File: src/rtl/vpsPkg.sv
package vpsPkg;
  typedef enum logic [2:0] {
    S_OFF, S_PWRWAIT, S_CLKWAIT, S_MODE, S_REL, S_PLL, S_ON, S_DOWN
  } seqState_t;

  typedef struct packed {
    logic clr;      // restart the millisecond counter
    logic selLong;  // compare against the settling window instead of the DAC window
  } timerCmd_t;
endpackage

File: src/rtl/vpsTimer.sv
module vpsTimer
  import vpsPkg::*;
#(
  parameter int TICKS_PER_MS = 1000,
  parameter int PWR_WAIT_MS  = 10,
  parameter int DAC_WAIT_MS  = 2
) (
  input  logic      clk,
  input  logic      rstN,
  input  timerCmd_t cmd,
  output logic      waitDone
);
  localparam int MAXMS = (PWR_WAIT_MS > DAC_WAIT_MS) ? PWR_WAIT_MS : DAC_WAIT_MS;
  localparam int MSW   = $clog2(MAXMS + 2);
  localparam int TW    = (TICKS_PER_MS > 1) ? $clog2(TICKS_PER_MS) : 1;
  localparam logic [MSW-1:0] MS_SAT  = MSW'(MAXMS + 1);
  localparam logic [TW-1:0]  TICK_LST = TW'(TICKS_PER_MS - 1);

  logic [TW-1:0]  tickCnt;
  logic [MSW-1:0] msCnt;
  logic [MSW-1:0] target;

  always_ff @(posedge clk or negedge rstN) begin
    if (!rstN) begin
      tickCnt <= '0;
      msCnt   <= '0;
    end else if (cmd.clr) begin
      tickCnt <= '0;
      msCnt   <= '0;
    end else if (tickCnt == TICK_LST) begin
      tickCnt <= '0;
      if (msCnt != MS_SAT) msCnt <= msCnt + 1'b1;
    end else begin
      tickCnt <= tickCnt + 1'b1;
    end
  end

  // elapsed = msCnt*T + tickCnt; done once elapsed > limit*T
  always_comb begin
    target   = cmd.selLong ? MSW'(PWR_WAIT_MS) : MSW'(DAC_WAIT_MS);
    waitDone = (msCnt > target) || ((msCnt == target) && (tickCnt != '0));
  end
endmodule

File: src/rtl/vpsCtrl.sv
module vpsCtrl
  import vpsPkg::*;
#(
  parameter bit USE_REG_INIT = 1'b0
) (
  input  logic      clk,
  input  logic      rstN,
  input  logic      suppliesOk,
  input  logic      clkOk,
  input  logic      upReq,
  input  logic      downReq,
  input  logic      waitDone,
  output timerCmd_t cmd,
  output logic      pdN,
  output logic      initN,
  output logic      hdRstN,
  output logic      sdRstN,
  output logic      pllOn,
  output logic      dacOn,
  output logic      modeWr,
  output logic      ready,
  output logic      offSafe
);
  seqState_t state, nxt;
  logic released;
  logic clkNeeded;

  always_ff @(posedge clk or negedge rstN) begin
    if (!rstN) state <= S_OFF;
    else       state <= nxt;
  end

  assign clkNeeded = state inside {S_MODE, S_REL, S_PLL, S_ON};

  always_comb begin
    nxt = state;
    if (state == S_OFF) begin
      if (upReq && !downReq && suppliesOk) nxt = S_PWRWAIT;
    end else if (state == S_DOWN) begin
      nxt = S_OFF;
    end else if (downReq) begin
      nxt = S_DOWN;
    end else if (!suppliesOk || (clkNeeded && !clkOk)) begin
      nxt = S_OFF;
    end else begin
      unique case (state)
        S_PWRWAIT: if (waitDone) nxt = S_CLKWAIT;
        S_CLKWAIT: if (clkOk)    nxt = S_MODE;
        S_MODE:                  nxt = S_REL;
        S_REL:                   nxt = S_PLL;
        S_PLL:     if (waitDone) nxt = S_ON;
        default:                 nxt = state;
      endcase
    end
  end

  always_comb begin
    cmd.clr     = (state == S_OFF) || (state == S_REL);
    cmd.selLong = (state == S_PWRWAIT);
  end

  assign released = state inside {S_REL, S_PLL, S_ON};
  assign pdN      = !(state inside {S_OFF, S_DOWN});
  assign pllOn    = state inside {S_PLL, S_ON};
  assign dacOn    = (state == S_ON);
  assign ready    = (state == S_ON);
  assign modeWr   = (state == S_MODE);
  assign offSafe  = (state == S_OFF);

  generate
    if (USE_REG_INIT) begin : g_regInit
      assign initN  = 1'b1;
      assign hdRstN = released;
      assign sdRstN = released;
    end else begin : g_pinInit
      assign initN  = released;
      assign hdRstN = 1'b1;
      assign sdRstN = 1'b1;
    end
  endgenerate

  // power-down pin released only after supplies stable and a request
  p_pd_needs_supply_r2: assert property (@(posedge clk) disable iff (!rstN)
    $rose(pdN) |-> ($past(suppliesOk) && $past(upReq)));

  // single-cycle mode strobe followed by filter-init release
  p_mode_pulse_r5: assert property (@(posedge clk) disable iff (!rstN)
    modeWr |=> (!modeWr && initN && hdRstN && sdRstN));

  // DACs only with PLL running and filter released
  p_dac_needs_pll_r6: assert property (@(posedge clk) disable iff (!rstN)
    $rose(dacOn) |-> ($past(pllOn) && initN && hdRstN && sdRstN));

  // power-down request aborts on the next cycle
  p_down_aborts_r9: assert property (@(posedge clk) disable iff (!rstN)
    (downReq && pdN) |=> (!pdN && !pllOn && !dacOn && !offSafe));

  // supply loss returns to the safe state
  p_supply_loss_r10: assert property (@(posedge clk) disable iff (!rstN)
    (!suppliesOk && !downReq && pdN) |=> offSafe);
endmodule

File: src/rtl/vidPwrSeq.sv
module vidPwrSeq
  import vpsPkg::*;
#(
  parameter int TICKS_PER_MS = 1000,
  parameter int PWR_WAIT_MS  = 10,
  parameter int DAC_WAIT_MS  = 2,
  parameter bit USE_REG_INIT = 1'b0,
  parameter int MODE_W       = 8
) (
  input  logic              clk,
  input  logic              rstN,
  input  logic              suppliesOk,
  input  logic              clkOk,
  input  logic              upReq,
  input  logic              downReq,
  input  logic [MODE_W-1:0] modeCfg,
  output logic              pdN,
  output logic              initN,
  output logic              hdRstN,
  output logic              sdRstN,
  output logic              pllOn,
  output logic              dacOn,
  output logic              modeWr,
  output logic [MODE_W-1:0] modeData,
  output logic              ready,
  output logic              offSafe
);
  timerCmd_t timerCmd;
  logic      waitDone;

  vpsTimer #(
    .TICKS_PER_MS(TICKS_PER_MS),
    .PWR_WAIT_MS (PWR_WAIT_MS),
    .DAC_WAIT_MS (DAC_WAIT_MS)
  ) i_timer (
    .clk     (clk),
    .rstN    (rstN),
    .cmd     (timerCmd),
    .waitDone(waitDone)
  );

  vpsCtrl #(
    .USE_REG_INIT(USE_REG_INIT)
  ) i_ctrl (
    .clk       (clk),
    .rstN      (rstN),
    .suppliesOk(suppliesOk),
    .clkOk     (clkOk),
    .upReq     (upReq),
    .downReq   (downReq),
    .waitDone  (waitDone),
    .cmd       (timerCmd),
    .pdN       (pdN),
    .initN     (initN),
    .hdRstN    (hdRstN),
    .sdRstN    (sdRstN),
    .pllOn     (pllOn),
    .dacOn     (dacOn),
    .modeWr    (modeWr),
    .ready     (ready),
    .offSafe   (offSafe)
  );

  assign modeData = modeWr ? modeCfg : '0;
endmodule

File: config.mk
export PLATFORM = sky130hd
export DESIGN_NAME = vidPwrSeq
export DESIGN_NICKNAME = d
export VERILOG_FILES = /design/src/rtl/vpsPkg.sv /design/src/rtl/vpsTimer.sv /design/src/rtl/vpsCtrl.sv /design/src/rtl/vidPwrSeq.sv
export SDC_FILE = /design/constraint.sdc
export NUM_CORES = 1
export LEC_CHECK = 0
export ABC_AREA = 1
export CORE_ASPECT_RATIO = 1.4
export CORE_MARGIN = 10
export CORE_UTILIZATION = 40
export CTS_CLUSTER_DIAMETER = 50
export CTS_CLUSTER_SIZE = 14
export DETAILED_ROUTE_END_ITERATION = 10
export PLACE_DENSITY = 0.8
export SETUP_SLACK_MARGIN = 0.4
export SYNTH_ARGS = -nofsm -noshare
export SYNTH_HDL_FRONTEND = slang
export SYNTH_SLANG_ARGS = --single-unit
File: constraint.sdc
create_clock -name clk -period 1.9 [get_ports clk]
set_clock_uncertainty 0.2 [all_clocks]
set_input_delay 0.38 -clock clk [delete_from_list [all_inputs] [get_ports clk]]
set_output_delay 0.38 -clock clk [all_outputs]
set_load 0.005 [all_outputs]
==> results of run 1 <==
==> state kept, by name, summed over array words and instances (netlist names) <==
register,count
i_timer.tickCnt,10
i_timer.msCnt,4
i_ctrl.state,3
==> cell families after synthesis <==
kind of cell               after synthesis  share of synthesized area
buffers and inverters                   35                      0.125
other                                    1                    0.00291
and+or+nand+nor                         98                      0.384
xor gates and xnor gates                 4                     0.0272
adders and majority gates                5                     0.0486
AOI/OAI and AO/OA                       20                     0.0816
DFF                                     17                      0.330
==> cells in the mapped netlist (all sizes together) <==
cell and number:
dfrtp 17, nand3 19, a21oi 10, nor3 12
o21ai 8, conb 1, buf 6, or2 2
nand3b 2, nor3b 2, nand4 2, xor2 4
nand2 31, o21bai 1, inv 29, nor2 27
ha 5, and3 1, o21a 1
==> worst register-to-register path: cells and delay by family, from the launching register on <==
kind | cells | cell delay (ps)
adder cells (fa/ha/maj) | 1 | 310
AO/OA/AOI/OAI | 1 | 190
flip-flops | 1 | 440
buffers and inverters | 2 | 190
AND/OR/NAND/NOR | 8 | 600
==> stage by stage <==
stage | total power (uW) | cell area (sq um) | util | hold WS (ps)
2_1_floorplan | 1290 | 1340 | - | -116
3_3_place_gp | 1860 | 1770 | 0.573 | 320
3_5_place_dp | 1880 | 1770 | 0.573 | 336
4_1_cts | 2530 | 2060 | 0.665 | 249
5_1_grt | 2910 | 2140 | 0.691 | 278
6_report | 2730 | 2140 | 0.691 | 244
==> layer usage <==
layer,up-vias,share of wire,global-route usage
met4,0,0.046,0.101
met1,702,0.37,0.145
met2,59,0.52,0.261
met5,-,0,0
met3,18,0.063,0.0296
li1,707,-,-
==> worst paths after layout <==
| kind | from | end | slack (ps) |
|---|---|---|---|
| worst max-delay path | i_ctrl.state[1] | i_ctrl.state[1] | -130 |
| worst min-delay path | rstN | i_timer.tickCnt[1] | 240 |
| worst max register to register | i_ctrl.state[1] | i_ctrl.state[1] | -130 |
| worst min register to register | i_timer.msCnt[0] | i_timer.msCnt[0] | 330 |
| max in group asynchronous | rstN | i_ctrl.state[1] | 1050 |
| min in group clk | i_timer.msCnt[0] | i_timer.msCnt[0] | 330 |
==> cell type report <==
cell class | count | area share
Sequential cell | 17 | 0.200
Timing Repair Buffer | 66 | 0.265
Multi-Input combinational cell | 130 | 0.434
Inverter | 29 | 0.0568
Tap cell | 39 | 0.0228
Clock buffer | 4 | 0.0211
==> power groups by stage <==
stage	Clock [uW]	Combinational (uW)	Sequential [uW]
finish	270	1940	518
detailed placement	0	1350	523
floorplan	0	800	493
CTS	279	1750	506
global route	289	2100	523
global placement	0	1340	520
==> what timing repair did <==
| item | in CTS | in global routing |
|---|---|---|
| endpoints found under the setup margin | 30 | 30 |
| cloned | 1 | 0 |
| pin swaps | 17 | 8 |
| resized for setup | 77 | 17 |
| hold buffers | 0 | 0 |
| buffers inserted | 14 | 3 |
==> flow_summary.ini, run 1 <==
[die]
die_w_um = 68.0
io_pins = 31
die_y_um = 87.1
start_util = 0.416
dieArea_sq_um = 5920
coreArea_sq_um = 3090
row_count = 24

[detailed_routing]
drt_iter0_markers = 60
first_pass_iters = 4
viasPerCell = 5.21
drc = 0
ant_nets = 0
wl_um = 4430
wl_per_cell_um = 15.6
route.vias.total = 1486

[logic_synthesis]
synth_cell_types = 28
yosys-top-cells-area = dfrtp_1 33%, nor2_1 7.3%, nand3_1 7.0%
ys_warn_count = 0
yosysTopAreaCellShare = 0.330
seq_area_frac_synth = 0.330
syn_area_sq_um = 1290
syn-instance-count = 180
synth_top_cell_by_area = dfrtp_1
ys_seq_elements = 17
syn_area_per_cell_sq_um = 7.15

[pwr]
switching_power_uw = 1200
power_density_nw_per_um2 = 1280
p_int_uw = 1520
p_comb_frac = 0.711
power.leakage_uw = 0.00101
sw_frac_of_total = 0.442
p_clk_frac = 0.099
p_seq_frac = 0.190
vdd_drop_max_uv = 959

[worst_setup_path]
slowest_stage = dfrtp_2
r2r_cells = 12
critPathKind = flop to flop
crit_chain = buf_6 -> inv_4 -> nand3_4 -> ha_4 -> nand3_4 -> o21bai_4 -> nand2_1 -> nand2_1 -> nand2_2 -> nand2_2 -> nand2_1 -> nand2_1
cp_num_cells = 12
cp_num_buf_inv = 2
end_kind = flop
critPathLaunchType = flop
arrival_ps = 1980
critPathTopFamily = simple AND/OR/NAND/NOR gates
crit_top_cell = nand2_1
path_max_fanout = 4
required_ps = 1840
crit_path_max_incr_delay_ps = 440

[clock_network]
numCtsBuffers = 3
cts_tree = done
clock_latency_ps = 260
clockRootBuffer = clkbuf_8
clkTransAtPathRegs_ps = 60
htree_levels = 1
clock_sink_count = 17
cts_buffer_depth = 2

[finish]
fill_cells = 222
fin_nets = 266
synthToLayoutAreaGrowth_pct = 66.1
most-common-layout-cells = 31 x buf_4, 23 x inv_1, 21 x nand2_1, 17 x nor2_1, 15 x dfrtp_1
multi_input_area_sq_um = 928
diodes = 0
regArea_sq_um = 428
final_cells = 285
mostFrequentLayoutCell = buf_4
drive_gt1_frac = 0.431

[place]
dp.cells = 263
io_buffers = 28
place_ws_ps = -163
gp_congestion = 0.833
hpwl_um = 2640

[sta]
min_period_ps = 2030
post-route-period-util = 1.07
finalSetupViolCount = 14
rsz0062_at_grt = yes
fin_ws_ps = -133
tns_ps = -1000
fmaxAchievable_mhz = 492
drv_slew = 0
hold_violations = 0

[job]
max-cap-violations = 0

[worst_hold_path]
hp-class = input port to async pin

[grt]
grt_pass1_vias = 1538
grt_overflow = 0
antenna_found_initial = 0
grt_pass1_wl_um = 6860
track_usage = 0.147
grt_max_degree = 18

[status]
failed_checks = negative setup slack
status = finished, violations left
No activity file was read; power rests on OpenSTA's default activity.
==> run 2: changes to the inputs <==
- PLACE_DENSITY: 0.8 -> 0.78
- clock period: 1.9 -> 2.2 ns (I/O delays scaled with it)
==> run 2 against run 1 <==
  * The run now ends clean
  * Combinational power down 9%
  * Setup slack improved by 190 ps
  * Sequential power decreased by 9.5%
  * Sequential share of layout area grew 0.64 points
  * First-iteration DRC count is 45% higher
  * Non-clock buffer count up 4
  * Hold slack gained 65 ps
  * Die area unchanged
  * Total power shrank 9.5%
  * Via count down 2.8%
  * Critical path depth is 2 higher
  * Final cell count increased by 1.4%
  * Critical path type unchanged
  * Highest routed layer unchanged
==> flow_summary.ini, run 2 (synthesis results as in run 1) <==
[pwr]
p_clk_frac = 0.095
sw_frac_of_total = 0.431
p_int_uw = 1400
switching_power_uw = 1060
power.leakage_uw = 0.00102
p_comb_frac = 0.715
power_density_nw_per_um2 = 1190
vdd_drop_max_uv = 785
p_seq_frac = 0.190

[die]
coreArea_sq_um = 3090
start_util = 0.416
die_w_um = 68.0
dieArea_sq_um = 5920
io_pins = 31
row_count = 24
die_y_um = 87.1

[clock_network]
numCtsBuffers = 3
htree_levels = 1
holdBufCountCts = 0
clock_sink_count = 17
clockRootBuffer = clkbuf_8
clock_latency_ps = 250
cts_tree = done
clkTransAtPathRegs_ps = 60
cts_buffer_depth = 2

[finish]
drive_gt1_frac = 0.408
multi_input_area_sq_um = 850
largest_register_ffs = 10
synthToLayoutAreaGrowth_pct = 61.4
diodes = 0
top_regs = i_timer.tickCnt (10), i_timer.msCnt (4), i_ctrl.state (3)
largest-register = i_timer.tickCnt
regArea_sq_um = 429
mostFrequentLayoutCell = buf_4
final_cells = 289
fin_nets = 270
fill_cells = 243
most-common-layout-cells = 31 x buf_4, 23 x inv_1, 21 x nand2_1, 20 x nor2_1

[sta]
fmaxAchievable_mhz = 468
rsz0062_at_grt = yes
finalSetupViolCount = 0
hold_violations = 0
tns_ps = 0
drv_slew = 0
min_period_ps = 2140
post-route-period-util = 0.972

[detailed_routing]
wl_um = 4270
ant_nets = 0
route.vias.total = 1445
drc = 0
viasPerCell = 5.00
drt_iter0_markers = 87
wl_per_cell_um = 14.8
first_pass_iters = 4

[worst_setup_path]
r2r_start = i_ctrl.state[0]
rrSetupSlack_ps = 60
critPathKind = flop to flop
timing.rr.end = i_ctrl.state[2]
critPathLaunchType = flop
r2r_cells = 14
end_kind = flop
arrival_ps = 2130
required_ps = 2190
path_max_fanout = 4

[place]
hpwl_um = 2500
io_buffers = 28
dp.cells = 250
gp_congestion = 0.868

[job]
max-cap-violations = 0

[worst_hold_path]
hp-class = input port to async pin

[grt]
grt_overflow = 0
grt_pass1_vias = 1407
grt_max_degree = 18
grt_pass1_wl_um = 6390
antenna_found_initial = 0
track_usage = 0.136

[status]
status = completed
run 2: routing by layer:
layer	GRT usage	vias to the layer above	share of wire
li1	-	710	-
met1	0.139	653	0.35
met2	0.239	59	0.52
met3	0.0322	23	0.079
met4	0.0789	0	0.054
met5	0	-	0
run 2: how the worst max path moves through the flow:
| stage | startpoint | endpoint | slack, ps |
|---|---|---|---|
| after floorplan | i_ctrl.state[2] | i_ctrl.state[1] | 390 |
| after global placement | modeCfg[2] | modeData[2] | 20 |
| after detailed placement | modeCfg[2] | modeData[2] | 20 |
| after CTS | i_ctrl.state[0] | pdN | 100 |
| after global routing | i_ctrl.state[0] | i_ctrl.state[2] | 9 |
| final | i_ctrl.state[0] | i_ctrl.state[2] | 60 |
run 2: what timing repair did:
action,4_1_cts,5_1_grt
setup endpoints to repair,18,30
hold endpoints to repair,0,0
gates resized for setup,64,29
pin swaps,18,15
cloned,1,0
buffers inserted,21,13
run 2: power groups by stage:
stage | Clock [uW] | Combinational [uW] | Sequential (uW)
2_1_floorplan | 0 | 665 | 425
3_3_place_gp | 0 | 1000 | 470
3_5_place_dp | 0 | 1020 | 470
4_1_cts | 242 | 1400 | 464
5_1_grt | 253 | 1890 | 475
6_report | 233 | 1760 | 469
run 2: layout make-up:
cell class | instances | share of cell area
Tap cell | 39 | 0.0235
Multi-Input combinational cell | 130 | 0.409
Inverter | 29 | 0.0572
Timing Repair Buffer | 70 | 0.282
Sequential cell | 17 | 0.207
Clock buffer | 3 | 0.0199
Clock inverter | 1 | 0.00241
run 2: metrics by stage:
stage | worst slack, ps | cell area [sq um] | utilization | power [uW] | hold WS, ps
after detailed placement | 15.3 | 1660 | 0.535 | 1490 | 320
after floorplan | 392 | 1320 | - | 1090 | -55.6
after CTS | 95.8 | 1900 | 0.616 | 2100 | 310
after global routing | 9.31 | 2080 | 0.672 | 2620 | 317
after global placement | 24.7 | 1660 | 0.535 | 1470 | 322
final | 61.7 | 2080 | 0.672 | 2470 | 309
run 2: worst max-delay path, cell delays in order (launching register included):
cell	delay, ps
dfrtp_2	430
buf_4	140
buf_6	110
nand2_4	90
nand2_4	60
inv_2	70
a21oi_2	40
buf_4	130
buf_4	120
buf_4	120
buf_4	120
buf_4	130
a21oi_1	170
nand3_2	90
nand2_1	60
